===== src/rtl/vmr_pkg.sv =====
package vmr_pkg;

    typedef enum logic [2:0] {
        ST_IDLE,
        ST_LOC_ACC,
        ST_LOC_DONE,
        ST_BUS_CYC,
        ST_BUS_DONE,
        ST_FAULT
    } vmr_state_e;

    localparam logic [5:0] AM_A24_SUP_DATA = 6'h3D;
    localparam logic [5:0] AM_A16_SUP      = 6'h2D;

    typedef struct packed {
        logic       local_hit;
        logic       misalign;
        logic [5:0] am;
        logic       ds0;
        logic       ds1;
    } vmr_route_t;

endpackage


===== src/rtl/vmr_decode.sv =====
module vmr_decode
    import vmr_pkg::*;
#(
    parameter int ADDR_W = 24
) (
    input  logic [ADDR_W-1:0] addr,
    input  logic              a16,
    input  logic              is_cmd,
    input  logic              win_en,
    input  logic [ADDR_W-1:0] win_base,
    input  logic [ADDR_W-1:0] win_size,
    input  logic              data_d8,
    output vmr_route_t        route
);

    logic [ADDR_W:0] addr_x;
    logic [ADDR_W:0] lo_x;
    logic [ADDR_W:0] hi_x;
    logic            in_win;
    logic            byte_mode;

    always_comb begin
        addr_x    = {1'b0, addr};
        lo_x      = {1'b0, win_base};
        hi_x      = lo_x + {1'b0, win_size};
        // start address only: no length enters the comparison
        in_win    = (addr_x >= lo_x) && (addr_x < hi_x);
        byte_mode = is_cmd ? addr[0] : data_d8;

        route.local_hit = win_en && !a16 && in_win;
        route.misalign  = !is_cmd && !data_d8 && addr[0];
        route.am        = a16 ? AM_A16_SUP : AM_A24_SUP_DATA;
        route.ds0       = !byte_mode || addr[0];
        route.ds1       = !byte_mode || !addr[0];
    end

endmodule


===== src/rtl/vmr_timeout.sv =====
module vmr_timeout #(
    parameter int LIMIT = 256
) (
    input  logic clk,
    input  logic rst_n,
    input  logic active,
    output logic expired
);

    localparam int CW = (LIMIT > 2) ? $clog2(LIMIT) : 1;

    logic [CW-1:0] cnt_q;

    assign expired = active && (cnt_q == CW'(LIMIT - 1));

    always_ff @(posedge clk) begin
        if (!rst_n) begin
            cnt_q <= '0;
        end else if (!active) begin
            cnt_q <= '0;
        end else if (!expired) begin
            cnt_q <= cnt_q + 1'b1;
        end
    end

endmodule


===== src/rtl/vme_master_router.sv =====
module vme_master_router
    import vmr_pkg::*;
#(
    parameter int ADDR_W      = 24,
    parameter int A16_W       = 16,
    parameter int DATA_W      = 16,
    parameter int TIMEOUT_CYC = 256
) (
    input  logic              clk,
    input  logic              rst_n,
    input  logic              req_valid,
    output logic              req_ready,
    input  logic [ADDR_W-1:0] req_addr,
    input  logic              req_a16,
    input  logic              req_write,
    input  logic              req_is_cmd,
    input  logic [DATA_W-1:0] req_wdata,
    input  logic              cfg_win_en,
    input  logic [ADDR_W-1:0] cfg_win_base,
    input  logic [ADDR_W-1:0] cfg_win_size,
    input  logic              cfg_data_d8,
    output logic              vme_as,
    output logic [5:0]        vme_am,
    output logic [ADDR_W-1:0] vme_addr,
    output logic              vme_ds0,
    output logic              vme_ds1,
    output logic              vme_write,
    output logic [DATA_W-1:0] vme_wdata,
    input  logic [DATA_W-1:0] vme_rdata,
    input  logic              vme_dtack,
    input  logic              vme_berr,
    output logic              loc_en,
    output logic              loc_write,
    output logic [ADDR_W-1:0] loc_addr,
    output logic [DATA_W-1:0] loc_wdata,
    input  logic [DATA_W-1:0] loc_rdata,
    output logic              rsp_done,
    output logic              rsp_err,
    output logic [DATA_W-1:0] rsp_rdata
);

    vmr_state_e        state_q, state_d;
    vmr_route_t        route;
    logic              tmo_expired;
    logic              accept;
    logic [ADDR_W-1:0] laddr_q;
    logic [ADDR_W-1:0] baddr_q;
    logic [5:0]        am_q;
    logic              ds0_q, ds1_q;
    logic              write_q;
    logic [DATA_W-1:0] wdata_q;
    logic [DATA_W-1:0] rdata_q;
    logic              err_q;

    vmr_decode #(.ADDR_W(ADDR_W)) u_decode (
        .addr     (req_addr),
        .a16      (req_a16),
        .is_cmd   (req_is_cmd),
        .win_en   (cfg_win_en),
        .win_base (cfg_win_base),
        .win_size (cfg_win_size),
        .data_d8  (cfg_data_d8),
        .route    (route)
    );

    vmr_timeout #(.LIMIT(TIMEOUT_CYC)) u_timeout (
        .clk     (clk),
        .rst_n   (rst_n),
        .active  (state_q == ST_BUS_CYC),
        .expired (tmo_expired)
    );

    assign accept = (state_q == ST_IDLE) && req_valid;

    // state register
    always_ff @(posedge clk) begin
        if (!rst_n) state_q <= ST_IDLE;
        else        state_q <= state_d;
    end

    // next-state logic
    always_comb begin
        state_d = state_q;
        unique case (state_q)
            ST_IDLE: begin
                if (req_valid) begin
                    if (route.misalign)       state_d = ST_FAULT;
                    else if (route.local_hit) state_d = ST_LOC_ACC;
                    else                      state_d = ST_BUS_CYC;
                end
            end
            ST_LOC_ACC:  state_d = ST_LOC_DONE;
            ST_LOC_DONE: state_d = ST_IDLE;
            ST_BUS_CYC: begin
                if (vme_berr || vme_dtack || tmo_expired) state_d = ST_BUS_DONE;
            end
            ST_BUS_DONE: state_d = ST_IDLE;
            ST_FAULT:    state_d = ST_IDLE;
            default:     state_d = ST_IDLE;
        endcase
    end

    // request latch and bus result capture
    always_ff @(posedge clk) begin
        if (!rst_n) begin
            laddr_q <= '0;
            baddr_q <= '0;
            am_q    <= '0;
            ds0_q   <= 1'b0;
            ds1_q   <= 1'b0;
            write_q <= 1'b0;
            wdata_q <= '0;
            rdata_q <= '0;
            err_q   <= 1'b0;
        end else begin
            if (accept) begin
                laddr_q <= req_addr;
                baddr_q <= req_a16 ? ADDR_W'(req_addr[A16_W-1:0]) : req_addr;
                am_q    <= route.am;
                ds0_q   <= route.ds0;
                ds1_q   <= route.ds1;
                write_q <= req_write;
                wdata_q <= req_wdata;
            end
            if (state_q == ST_BUS_CYC) begin
                if (vme_berr) begin
                    err_q <= 1'b1;
                end else if (vme_dtack) begin
                    err_q   <= 1'b0;
                    rdata_q <= vme_rdata;
                end else if (tmo_expired) begin
                    err_q <= 1'b1;
                end
            end
        end
    end

    // outputs
    always_comb begin
        req_ready = 1'b0;
        vme_as    = 1'b0;
        vme_am    = '0;
        vme_addr  = '0;
        vme_ds0   = 1'b0;
        vme_ds1   = 1'b0;
        vme_write = 1'b0;
        vme_wdata = '0;
        loc_en    = 1'b0;
        loc_write = 1'b0;
        loc_addr  = '0;
        loc_wdata = '0;
        rsp_done  = 1'b0;
        rsp_err   = 1'b0;
        rsp_rdata = '0;
        unique case (state_q)
            ST_IDLE: req_ready = 1'b1;
            ST_LOC_ACC: begin
                loc_en    = 1'b1;
                loc_write = write_q;
                loc_addr  = laddr_q;
                loc_wdata = wdata_q;
            end
            ST_LOC_DONE: begin
                rsp_done  = 1'b1;
                rsp_rdata = write_q ? '0 : loc_rdata;
            end
            ST_BUS_CYC: begin
                vme_as    = 1'b1;
                vme_am    = am_q;
                vme_addr  = baddr_q;
                vme_ds0   = ds0_q;
                vme_ds1   = ds1_q;
                vme_write = write_q;
                vme_wdata = wdata_q;
            end
            ST_BUS_DONE: begin
                rsp_done  = 1'b1;
                rsp_err   = err_q;
                rsp_rdata = (err_q || write_q) ? '0 : rdata_q;
            end
            ST_FAULT: begin
                rsp_done = 1'b1;
                rsp_err  = 1'b1;
            end
            default: req_ready = 1'b0;
        endcase
    end

endmodule


===== config.mk =====
export PLATFORM = sky130hd
export DESIGN_NAME = vme_master_router
export DESIGN_NICKNAME = d
export VERILOG_FILES = /design/src/rtl/vmr_pkg.sv /design/src/rtl/vmr_decode.sv /design/src/rtl/vmr_timeout.sv /design/src/rtl/vme_master_router.sv
export SDC_FILE = /design/constraint.sdc
export NUM_CORES = 1
export LEC_CHECK = 0
export BUFFER_PORTS_ARGS = -buffer_cell sky130_fd_sc_hd__buf_2
export CAP_MARGIN = 20
export CORE_ASPECT_RATIO = 0.7
export CORE_UTILIZATION = 55
export DETAILED_ROUTE_END_ITERATION = 7
export GPL_TIMING_DRIVEN = 0
export PLACE_DENSITY_LB_ADDON = 0.15
export SYNTH_ARGS = -nofsm -noshare
export SYNTH_HDL_FRONTEND = slang
export SYNTH_HIERARCHICAL = 1
export SYNTH_SLANG_ARGS = --single-unit

===== constraint.sdc =====
create_clock -name clk -period 7.5 [get_ports clk]
set_input_delay 0.375 -clock clk [delete_from_list [all_inputs] [get_ports clk]]
set_output_delay 0.375 -clock clk [all_outputs]
set_load 0.02 [all_outputs]

# Yosys cells after proc, flatten, opt, wreduce, memory -nomap -nowiden
# Index checks and enable logic that the tools add are counted.
# Widths: inputs -> output; s select.
# totals
in_bits	130
elab_cells	76
ff_bits	101
out_inout_bits	111
# classes
n_eq_ne	8
bitwise_logic	1
n_mux	28
addsub	2
order_cmp	2
n_reduce_logical	24
# ops
op	n
$mux 24	3
$mux 16	4
$pmux 16 s2	1
$add 24x24->25	1
$lt 24x25->1	1
$ge 24x24->1	1
$mux 1	12
$mux 3	3
$pmux 3 s3	1
$add 8x1->8 const B	1
$eq 8x8->1 const B	1
$logic_and 1x1->1	7
$eq 3x2->1 const B	2
$eq 3x3->1 const B	2
$mux 6	1
$reduce_and 2->1	3
$logic_not 1->1	5
$logic_or 1x1->1	5
$mux 5	1
$ne 2x2->1 const B	2
$eq 3x1->1 const B	1
$logic_not 3->1	1
$reduce_and 3->1	1
$reduce_bool 3->1	1
4 further kinds	4

# Longest topological paths before layout
# Gate-level depths: netlist of the first run.
# depth
word_depth	8
ltp_mapped	20
mapped_depth_nobuf	20

# Cells and area by module
# Netlist of the first run, hierarchy kept.
# modules_own_cells
module	instances	seq_area_each_um2	cells_per_inst	area_each_um2
vme_master_router	1	1541.5	479	3764.9
vmr_decode	1	0.0	306	2346.0
vmr_timeout	1	160.2	43	426.7

# Worst setup path before layout of the first run
# Ideal clock, no wire load.
# synth_path
path_type	input-to-reg
from	input cfg_win_base[0]
to	register state_q[1]
t_arrival_ns	3.503
required_ns	7.430
n_path_buf	0
setup_ns	0.070
cell_stages	17
path_slack_ns	3.926
cell_sequence	ha_1 fa_1 a21oi_1 o22ai_1 a221oi_4 a32oi_2 a311oi_2 xor2_1 ha_1 and4_1 nor4b_1 o21ai_0 o2111ai_1 a22oi_1 nor2_1 a21oi_1 o2bb2ai_1
# synth_lines
item	line_no	text
start: declaration	vme_master_router.sv:19	input logic [ADDR_W-1:0] cfg_win_base,
end signal: assignment	vme_master_router.sv:78	else state_q <= state_d;
end: declaration	vme_master_router.sv:42	vmr_state_e state_q, state_d;

==> results of run 1 <==
## area by class of cell
class	count	area share, %
Buffer	55	3.45
Clock buffer	12	3.10
Clock inverter	4	0.847
Inverter	34	1.54
Multi-Input combinational cell	657	53.6
Sequential cell	85	20.6
Tap cell	153	2.32
Timing Repair Buffer	240	14.5
## layout by cell type, fill, tap and decap left out, drive strengths merged, types with 3 or more instances in the layout
master,count
nor3b,5
conb,5
o21ai,82
a21o,14
o21a,4
ha,72
a22o,16
inv,34
xnor2,11
xor2,10
nand2b,5
a211oi,5
nand3,61
nor2,17
nand4,10
mux2i,17
nand2,104
nand4b,8
nor4,5
nor3,12
clkbuf,50
a21oi,41
nor2b,7
dfxtp,85
buf,257
a31oi,8
and3,46
and2,52
o211ai,3
o21bai,7
## power breakdown
part	leakage (nW)	switching (mW)	internal, mW
clock network	0.163	0.179	0.309
registers	0.693	0.0181	0.477
logic	3.28	0.239	0.164
total	4.13	0.436	0.950
## per-stage QoR
step,worst slack [ns],total power [mW],utilization [%]
2_1_floorplan,3.93,0.765,-
3_3_place_gp,3.09,0.890,70.3
3_5_place_dp,3.05,0.898,70.3
4_1_cts,3.37,1.38,73.2
5_1_grt,3.01,1.46,73.2
6_report,3.24,1.39,73.2
## flip-flops by register name (all words and copies together) (netlist names), 3 cells and up
| name | count |
|---|---|
| state_q | 3 |
| u_timeout/cnt_q | 8 |
| rdata_q | 16 |
| laddr_q | 24 |
| baddr_q | 8 |
| am_q | 6 |
| wdata_q | 16 |
## cells by family after synthesis
logic type	after synthesis	share of synthesized area [%]
simple gates	343	28.5
compound gates	198	19.6
buf+inv	89	6.32
flops	85	26.0
fa+ha+maj	73	14.1
xor+xnor	21	2.81
mux	17	2.60
other cells	2	0.115
## metal layers
| metal | routed length, um | global-route usage (%) | part of all wire [%] | vias to the layer above |
|---|---|---|---|---|
| li1 | - | - | - | 3468 |
| met1 | 9410 | 46.0 | 47 | 3281 |
| met2 | 8700 | 50.4 | 43 | 299 |
| met3 | 1710 | 4.55 | 8.5 | 21 |
| met4 | 221 | 6.80 | 1.1 | 0 |
| met5 | 0 | 0 | 0 | - |
## worst paths after layout
check	from	to	slack [ns]	cells after the start
max	cfg_win_base[0]	state_q[1]$_SDFFE_PN0P_	3.24	18
min	req_wdata[2]	wdata_q[2]$_SDFFE_PN0P_	0.25	3
max reg2reg	state_q[1]$_SDFFE_PN0P_	state_q[2]$_SDFFE_PN0P_	5.09	8
min reg2reg	laddr_q[18]$_SDFFE_PN0P_	laddr_q[18]$_SDFFE_PN0P_	0.45	2
## critical path: stages
cell and delay, ns:
buf_2 0.11, ha_1 0.24, fa_1 0.41, a21oi_1 0.26, o22ai_1 0.18, a221oi_4 0.34
a32oi_2 0.26, a311oi_2 0.34, xor2_1 0.14, ha_1 0.31, and4_1 0.26, nor4b_1 0.31
o21ai_0 0.24, o2111ai_1 0.22, a22oi_1 0.16, nor2_1 0.14, a21oi_1 0.07, o2bb2ai_1 0.15
==> flow_metrics.py, run 1 <==
metrics = {
    "logic_synthesis": {
        "yosysSeqAreaShare_pct": 26.0,
        "ys_top_cells_by_count": "nand2_1, dfxtp_1, ha_1",
        "synth.avg_cell_area_um2": 7.90,
        "ys_warn_count": 6,
        "yosys-top-cells-area": "dfxtp_1, ha_1, nand2_1",
        "synth_cell_type_count": 71,
        "yosysMostFrequentCell": "nand2_1",
        "synthFlopType": "dfxtp_1",
        "synth_cells": 828,
        "synth_area_leader_cell": "dfxtp_1",
        "synthArstFlopShare_pct": 0,
        "synth_edf_count": 0,
        "synth_top_area_share_pct": 26.0,
        "synthesis.area_um2": 6540,
        "ys_ff_latch": 85,
    },
    "clock_tree": {
        "cts_hold_buf": 0,
        "cts-htree-levels": 3,
        "cts_buffer_depth": 2,
        "cts.repair.resized": 0,
        "cts_root_buf": "clkbuf_16",
        "clock_sinks": 85,
        "clkLatencyLatePin_ns": 0.34,
        "cts-buffers-inserted": 9,
        "cts_tree": "yes",
        "cts_setup_buffers": 0,
        "path_clk_slew_ns": 0.06,
    },
    "finish": {
        "num-fill-cells": 961,
        "area_delta_synth_final_pct": 26.5,
        "multi_input_area_um2": 4430,
        "diodes": 0,
        "stdcell_area_um2": 8270,
        "drive_gt1_share_pct": 27.2,
        "seqCellArea_um2": 1700,
        "nNetsFinal": 1285,
        "final_cells": 1240,
    },
    "sta": {
        "setup_viol": 0,
        "worst_slew_pin_slew_ns": 0.691,
        "tns_ns": 0,
        "hold_violations": 0,
        "min_period_over_period_pct": 56.8,
        "holdWs_ns": 0.247,
        "fin_worst_skew_ns": 0.00347,
        "rsz0062_at_grt": "no",
        "maxSlewViolCount": 0,
        "final.min_clock_period_ns": 4.26,
        "clock.fmax_mhz": 235,
        "relSlewSlack_pct": 53.9,
    },
    "placement": {
        "dp.cells": 1224,
        "placed_area_um2": 7940,
        "gp_congestion": 0.922,
        "port_buffers": 240,
        "dpl.hpwl_um": 16100,
    },
    "pwr": {
        "vdd_drop_max_mv": 0.130,
        "power_density_nw_per_um2": 168,
        "p_leak_nw": 4.13,
    },
    "routing": {
        "postRouteAntennaNets": 0,
        "post_drt_wl_per_cell_um": 16.2,
        "finalWirelength_um": 20000,
        "initialDrtViolationCount": 586,
        "first_pass_iters": 5,
        "dr_total_vias": 7069,
        "vias_per_cell": 5.70,
        "post-route-drc-count": 0,
    },
    "worst_setup_path": {
        "critPathLaunchType": "primary input",
        "crit_path_end_kind": "flop",
        "path_class": "in2reg",
        "path_max_fanout": 5,
        "cp.required_ns": 7.77,
        "cp.arrival_ns": 4.53,
    },
    "global_routing": {
        "grt_pass1_wl_um": 31100,
        "grt_pass1_vias": 6199,
        "overflow": 0,
        "grt_max_degree": 17,
        "antenna_found_initial": 0,
        "grt_use_total_pct": 31.9,
    },
    "floorplanning": {
        "num_io_pins": 241,
        "initial_core_util_pct": 57.9,
        "die_area_um2": 12300,
        "dieWidth_um": 132,
        "die_h_um": 93.2,
        "core_area_um2": 11300,
        "num_rows": 32,
    },
    "status": {
        "status": "complete, no violations",
    },
    "worst_hold_path": {
        "min_path_type": "in2reg",
    },
    "run": {
        "maxCapViolCount": 0,
    },
}
Power figures use the tool's default switching activity.
==> run 2, diff against run 1 <==
--- a/config.mk
+++ b/config.mk
@@ -8,7 +8,7 @@
 export BUFFER_PORTS_ARGS = -buffer_cell sky130_fd_sc_hd__buf_2
 export CAP_MARGIN = 20
 export CORE_ASPECT_RATIO = 0.7
-export CORE_UTILIZATION = 55
+export CORE_UTILIZATION = 46
 export DETAILED_ROUTE_END_ITERATION = 7
 export GPL_TIMING_DRIVEN = 0
 export PLACE_DENSITY_LB_ADDON = 0.15
==> constraint.sdc (replaced) <==
create_clock -name clk -period 3.85 [get_ports clk]
set_input_delay 0.1925 -clock clk [delete_from_list [all_inputs] [get_ports clk]]
set_output_delay 0.1925 -clock clk [all_outputs]
set_load 0.02 [all_outputs]
==> run 2 against run 1 <==
Against the previous run: cell count increased by 3.1%; sequential power rose by 95%; count of clock-buffer cells in the layout decreased by 2; highest routed layer unchanged; combinational power grew 99%; worst hold slack got worse by 0.18 ns.
==> flow_metrics.py, run 2 (synthesis gave the netlist of run 1 again) <==
metrics = {
    "routing": {
        "finalWirelength_um": 20600,
        "first_pass_iters": 5,
        "vias_per_cell": 5.45,
        "postRouteAntennaNets": 0,
        "dr_total_vias": 6960,
        "initialDrtViolationCount": 438,
        "post-route-drc-count": 0,
        "post_drt_wl_per_cell_um": 16.1,
    },
    "finish": {
        "drive_gt1_share_pct": 28.1,
        "final_common_cell": "buf_2",
        "diodes": 0,
        "area_delta_synth_final_pct": 27.8,
        "final_util_pct": 60.2,
        "largest_reg_flops": 24,
        "largestRegisters": "laddr_q x24, rdata_q x16, wdata_q x16",
        "top_register": "laddr_q",
        "final_cell_mix": "buf_2, nand2_1, dfxtp_1",
        "nNetsFinal": 1286,
    },
    "sta": {
        "fin_worst_skew_ns": 0.00512,
        "worst_slack_ns": 0.134,
        "clock.fmax_mhz": 269,
        "relSlewSlack_pct": 51.5,
        "min_period_over_period_pct": 96.5,
        "maxSlewViolCount": 0,
        "setup_viol": 0,
        "worst_slew_pin_slew_ns": 0.726,
        "final.min_clock_period_ns": 3.72,
        "hold_violations": 0,
    },
    "clock_tree": {
        "cts-buffers-inserted": 9,
        "cts-htree-levels": 3,
        "cts_root_buf": "clkbuf_16",
        "clock_sinks": 85,
        "cts_buffer_depth": 2,
        "path_clk_slew_ns": 0.06,
        "clkLatencyLatePin_ns": 0.34,
        "cts_tree": "yes",
    },
    "pwr": {
        "clockPowerShare_pct": 33.2,
        "vdd_drop_max_mv": 0.207,
        "power_density_nw_per_um2": 317,
        "sw_frac_of_total_pct": 33.0,
        "p_int_mw": 1.77,
        "p_leak_nw": 4.12,
        "power_frac_seq_pct": 36.4,
        "comb_power_share_pct": 30.3,
        "p_switching_uw": 875,
    },
    "floorplanning": {
        "num_rows": 36,
        "initial_core_util_pct": 47.1,
        "dieWidth_um": 144,
        "die_area_um2": 14700,
        "die_h_um": 102,
        "core_area_um2": 13900,
        "num_io_pins": 241,
    },
    "worst_hold_path": {
        "min_from": "req_wdata[0]",
        "min_path_type": "in2reg",
        "worst_hold_path.num_cells": 3,
    },
    "worst_setup_path": {
        "path_max_fanout": 5,
        "path_class": "in2reg",
        "crit_slowest_cell": "fa_2",
        "cp.arrival_ns": 3.95,
        "critPathLaunchType": "primary input",
        "rr_startpoint": "state_q[1]$_SDFFE_PN0P_",
        "cp.required_ns": 4.08,
        "cp_common_cell": "ha_1",
        "critPathLaunch": "cfg_win_base[0]",
        "path_cells": "buf_2 > ha_1 > fa_2 > a21oi_4 > o22ai_2 > a221oi_4 > a32oi_4 > a311oi_2 > xor2_1 > ha_1 > and4_1 > nor4b_2 > o21ai_1 > o2111ai_2 > a22oi_2 > nor2_1 > a21oi_1 > o2bb2ai_1",
        "crit_path_end_kind": "flop",
        "reg2reg_depth": 8,
        "slowest_delay_ns": 0.40,
    },
    "global_routing": {
        "grt_pass1_vias": 5796,
        "antenna_found_initial": 0,
        "grt_max_degree": 17,
        "use_met3_pct": 4.68,
        "grt_use_total_pct": 27.3,
        "use_met1_pct": 41.0,
        "top_usage_layer": "met2",
        "grt_pass1_wl_um": 30600,
        "grt_use_met2_pct": 41.2,
        "overflow": 0,
    },
    "placement": {
        "port_buffers": 240,
        "post-place-ws_ns": -0.440,
        "dpl.hpwl_um": 16600,
        "gp_congestion": 0.929,
    },
    "run": {
        "maxCapViolCount": 0,
    },
    "status": {
        "status": "complete, no violations",
    },
}
run 2: cell types whose count changed in the layout (fill, tap and decap cells not counted), moves of 2 or more:
cell | before | now
a21oi_1 | 37 | 35
clkinvlp_4 | 0 | 3
o21ai_0 | 70 | 68
o21ai_1 | 11 | 13
run 2: path summary, 6_finish.rpt:
path	end	slack (ns)
worst min-delay path	wdata_q[0]$_SDFFE_PN0P_	0.07
worst max register to register	state_q[2]$_SDFFE_PN0P_	1.44
worst min register to register	laddr_q[19]$_SDFFE_PN0P_	0.45
worst max-delay path	state_q[1]$_SDFFE_PN0P_	0.13
run 2: metrics by stage:
step | cells | hold WS [ns] | TNS (ns) | instance area (um^2) | power [mW]
floorplan | 831 | 0.323 | 0 | 6550 | 1.49
global placement | 1261 | 0.412 | -0.396 | 7990 | 1.75
detailed placement | 1261 | 0.415 | -0.440 | 7990 | 1.76
CTS | 1277 | 0.0594 | 0 | 8300 | 2.64
global route | 1278 | 0.0677 | -0.00513 | 8360 | 2.79
finish | 1278 | 0.0668 | 0 | 8360 | 2.65
run 2: power groups by stage:
| stage | clock network [mW] | logic, mW | registers (mW) |
|---|---|---|---|
| CTS | 0.891 | 0.781 | 0.965 |
| global placement | 0 | 0.764 | 0.982 |
| detailed placement | 0 | 0.775 | 0.984 |
| finish | 0.881 | 0.803 | 0.966 |
| floorplan | 0 | 0.520 | 0.970 |
| global route | 0.929 | 0.891 | 0.971 |
run 2: routing by layer:
metal	vias to the layer above	share of wire (%)
met5	-	0
met4	0	0.56
met3	12	8.4
met2	269	43
met1	3219	48
li1	3460	-
run 2: repair_timing:
action | 4_1_cts | 5_1_grt
pin swaps | 0 | 6
setup endpoints to repair | 1 | 1
hold buffers | 0 | 0
gates resized for setup | 3 | 10
setup buffers | 0 | 1
run 2: cell type report:
cell class	count	area, um^2
fill	1356	5520
multi-input combinational	657	4490
sequential	85	1700
timing repair buffer	241	1210
buffer	55	285
clock buffer	10	239
tap	190	238
inverter	34	128
clock inverter	6	62.6
run 2: worst max-delay path: cells and delay by family:
kind | cells | cell delay (ns)
fa+ha+maj | 3 | 0.91
buf+inv | 1 | 0.11
simple gates | 3 | 0.49
xor+xnor | 1 | 0.19
compound gates | 10 | 2.05
==> run 3, diff against run 2 <==
--- a/config.mk
+++ b/config.mk
@@ -7,7 +7,7 @@
 export LEC_CHECK = 0
 export BUFFER_PORTS_ARGS = -buffer_cell sky130_fd_sc_hd__buf_2
 export CAP_MARGIN = 20
-export CORE_ASPECT_RATIO = 0.7
+export CORE_ASPECT_RATIO = 1.5
 export CORE_UTILIZATION = 46
 export DETAILED_ROUTE_END_ITERATION = 7
 export GPL_TIMING_DRIVEN = 0
==> run 3 against run 2 <==
Against the previous run: first-iteration DRC count fell by 13%; worst hold slack improved by 0.00079 ns; sequential power barely moved; combinational power barely moved; count of clock-buffer cells in the layout rose by 2; power rose by 2.7%; cell count fell by 1.6%; critical path type unchanged; die area barely moved; via count fell by 0.16%; sequential share of layout area fell by 0.058 points; worst setup slack improved by 0.031 ns; clock skew rose by 0.00076 ns.
==> flow_metrics.py, run 3 (synthesis gave the netlist of run 1 again) <==
metrics = {
    "status": {
        "status": "complete, no violations",
    },
    "finish": {
        "top_register": "laddr_q",
        "largestRegisters": "laddr_q x24, rdata_q x16, wdata_q x16",
        "seqCellArea_um2": 1700,
        "final_cell_mix": "buf_2, nand2_1, dfxtp_1",
        "drive_gt1_share_pct": 28.4,
        "diodes": 0,
        "area_delta_synth_final_pct": 28.2,
        "largest_reg_flops": 24,
        "final_common_cell": "buf_2",
        "multi_input_area_um2": 4490,
        "num-fill-cells": 1399,
        "nNetsFinal": 1290,
    },
    "pwr": {
        "sw_frac_of_total_pct": 31.5,
        "power_frac_seq_pct": 35.6,
        "p_switching_uw": 857,
        "power_density_nw_per_um2": 325,
        "p_int_mw": 1.86,
        "vdd_drop_max_mv": 0.231,
        "clockPowerShare_pct": 34.9,
        "comb_power_share_pct": 29.5,
        "p_leak_nw": 4.16,
    },
    "sta": {
        "hold_violations": 0,
        "worst_slew_pin_slew_ns": 0.764,
        "clock.fmax_mhz": 271,
        "setup_viol": 0,
        "relSlewSlack_pct": 49.0,
        "holdWs_ns": 0.0676,
        "tns_ns": 0,
        "fin_worst_skew_ns": 0.00588,
        "rsz0062_at_grt": "no",
        "min_period_over_period_pct": 95.7,
        "final.min_clock_period_ns": 3.69,
        "maxSlewViolCount": 0,
    },
    "clock_tree": {
        "cts-buffers-inserted": 9,
        "cts_root_buf": "clkbuf_16",
        "cts-htree-levels": 3,
        "clock_sinks": 85,
        "clkLatencyLatePin_ns": 0.34,
        "cts_buffer_depth": 2,
        "path_clk_slew_ns": 0.06,
        "cts_hold_buf": 0,
        "cts_tree": "yes",
    },
    "run": {
        "maxCapViolCount": 0,
    },
    "worst_setup_path": {
        "path_max_fanout": 5,
        "path_class": "in2reg",
        "critPathLaunchType": "primary input",
        "cp.required_ns": 4.08,
        "cp.arrival_ns": 3.91,
        "crit_path_end_kind": "flop",
    },
    "floorplanning": {
        "core_area_um2": 13900,
        "num_rows": 53,
        "die_area_um2": 14700,
        "num_io_pins": 241,
        "initial_core_util_pct": 46.9,
        "dieWidth_um": 99.3,
        "die_h_um": 148,
    },
    "routing": {
        "first_pass_iters": 5,
        "initialDrtViolationCount": 382,
        "finalWirelength_um": 20300,
        "m1WireLength_um": 7700,
        "postRouteAntennaNets": 0,
        "vias_per_cell": 5.53,
        "top_layer_used": "met4",
        "wl_met2_um": 10900,
        "dr_total_vias": 6949,
        "post_drt_wl_per_cell_um": 16.1,
        "route.met3.wl_um": 1020,
        "post-route-drc-count": 0,
    },
    "worst_hold_path": {
        "min_path_type": "in2reg",
    },
    "placement": {
        "gp_congestion": 0.853,
        "port_buffers": 240,
        "dpl.hpwl_um": 16300,
    },
    "global_routing": {
        "antenna_found_initial": 0,
        "grt_pass1_vias": 6553,
        "grt_pass1_wl_um": 31500,
        "overflow": 0,
        "grt_max_degree": 17,
        "grt_use_total_pct": 27.1,
    },
}
-- run 3: metal layers --
metal	track usage, %	up-vias
li1	-	3467
met1	28.8	3226
met2	52.2	219
met3	4.11	37
met4	11.0	0
met5	0	-
-- run 3: worst max-delay path, cell delays in order --
cell and delay, ns:
buf_2 0.11, ha_2 0.20, fa_2 0.40, a21oi_4 0.20, o22ai_2 0.13, a221oi_4 0.36
a32oi_4 0.20, a311oi_2 0.29, xor2_1 0.20, ha_1 0.26, and4_1 0.24, nor4b_2 0.16
o21ai_1 0.16, o2111ai_1 0.16, a22oi_2 0.31, nor2_1 0.09, a21oi_1 0.16, o2bb2ai_1 0.08
-- run 3: what timing repair did --
action,4_1_cts,5_1_grt
pin swaps,1,9
gates resized for setup,3,9
buffers inserted,0,5
endpoints found under the setup margin,1,1
-- run 3: area by class of cell --
class                      instances  area share [%]
multi-input combinational        657            53.6
clock inverter                     4           0.836
buffer                            55            3.40
timing repair buffer             245            14.8
tap                              165            2.46
clock buffer                      12            3.06
sequential                        85            20.3
inverter                          34            1.52
-- run 3: worst paths after layout --
| path | startpoint | to | slack [ns] | depth (start not counted) |
|---|---|---|---|---|
| hold reg to reg | laddr_q[20]$_SDFFE_PN0P_ | laddr_q[20]$_SDFFE_PN0P_ | 0.44 | 2 |
| setup / recovery | cfg_win_base[0] | state_q[1]$_SDFFE_PN0P_ | 0.16 | 18 |
| setup reg to reg | state_q[2]$_SDFFE_PN0P_ | state_q[2]$_SDFFE_PN0P_ | 1.43 | 8 |
| hold / removal | req_wdata[2] | wdata_q[2]$_SDFFE_PN0P_ | 0.07 | 3 |
-- run 3: stage by stage --
| stage | utilization (%) | worst slack (ns) | cells | area [um^2] | power (mW) |
|---|---|---|---|---|---|
| 6_report | 60.2 | 0.165 | 1257 | 8380 | 2.72 |
| 5_1_grt | 60.2 | 0.0245 | 1257 | 8380 | 2.87 |
| 4_1_cts | 59.6 | 0.0401 | 1252 | 8300 | 2.71 |
| 3_5_place_dp | 57.1 | -0.412 | 1236 | 7960 | 1.76 |
| 3_3_place_gp | 57.1 | -0.376 | 1236 | 7960 | 1.75 |
| 2_1_floorplan | - | 0.459 | 831 | 6550 | 1.49 |
-- run 3: power groups by stage --
stage / registers [mW] / clock network [mW] / logic (mW)
global route: 0.973 / 1.00 / 0.895
finish: 0.968 / 0.951 / 0.802
global placement: 0.986 / 0 / 0.764
detailed placement: 0.987 / 0 / 0.775
floorplan: 0.970 / 0 / 0.520
CTS: 0.968 / 0.964 / 0.783
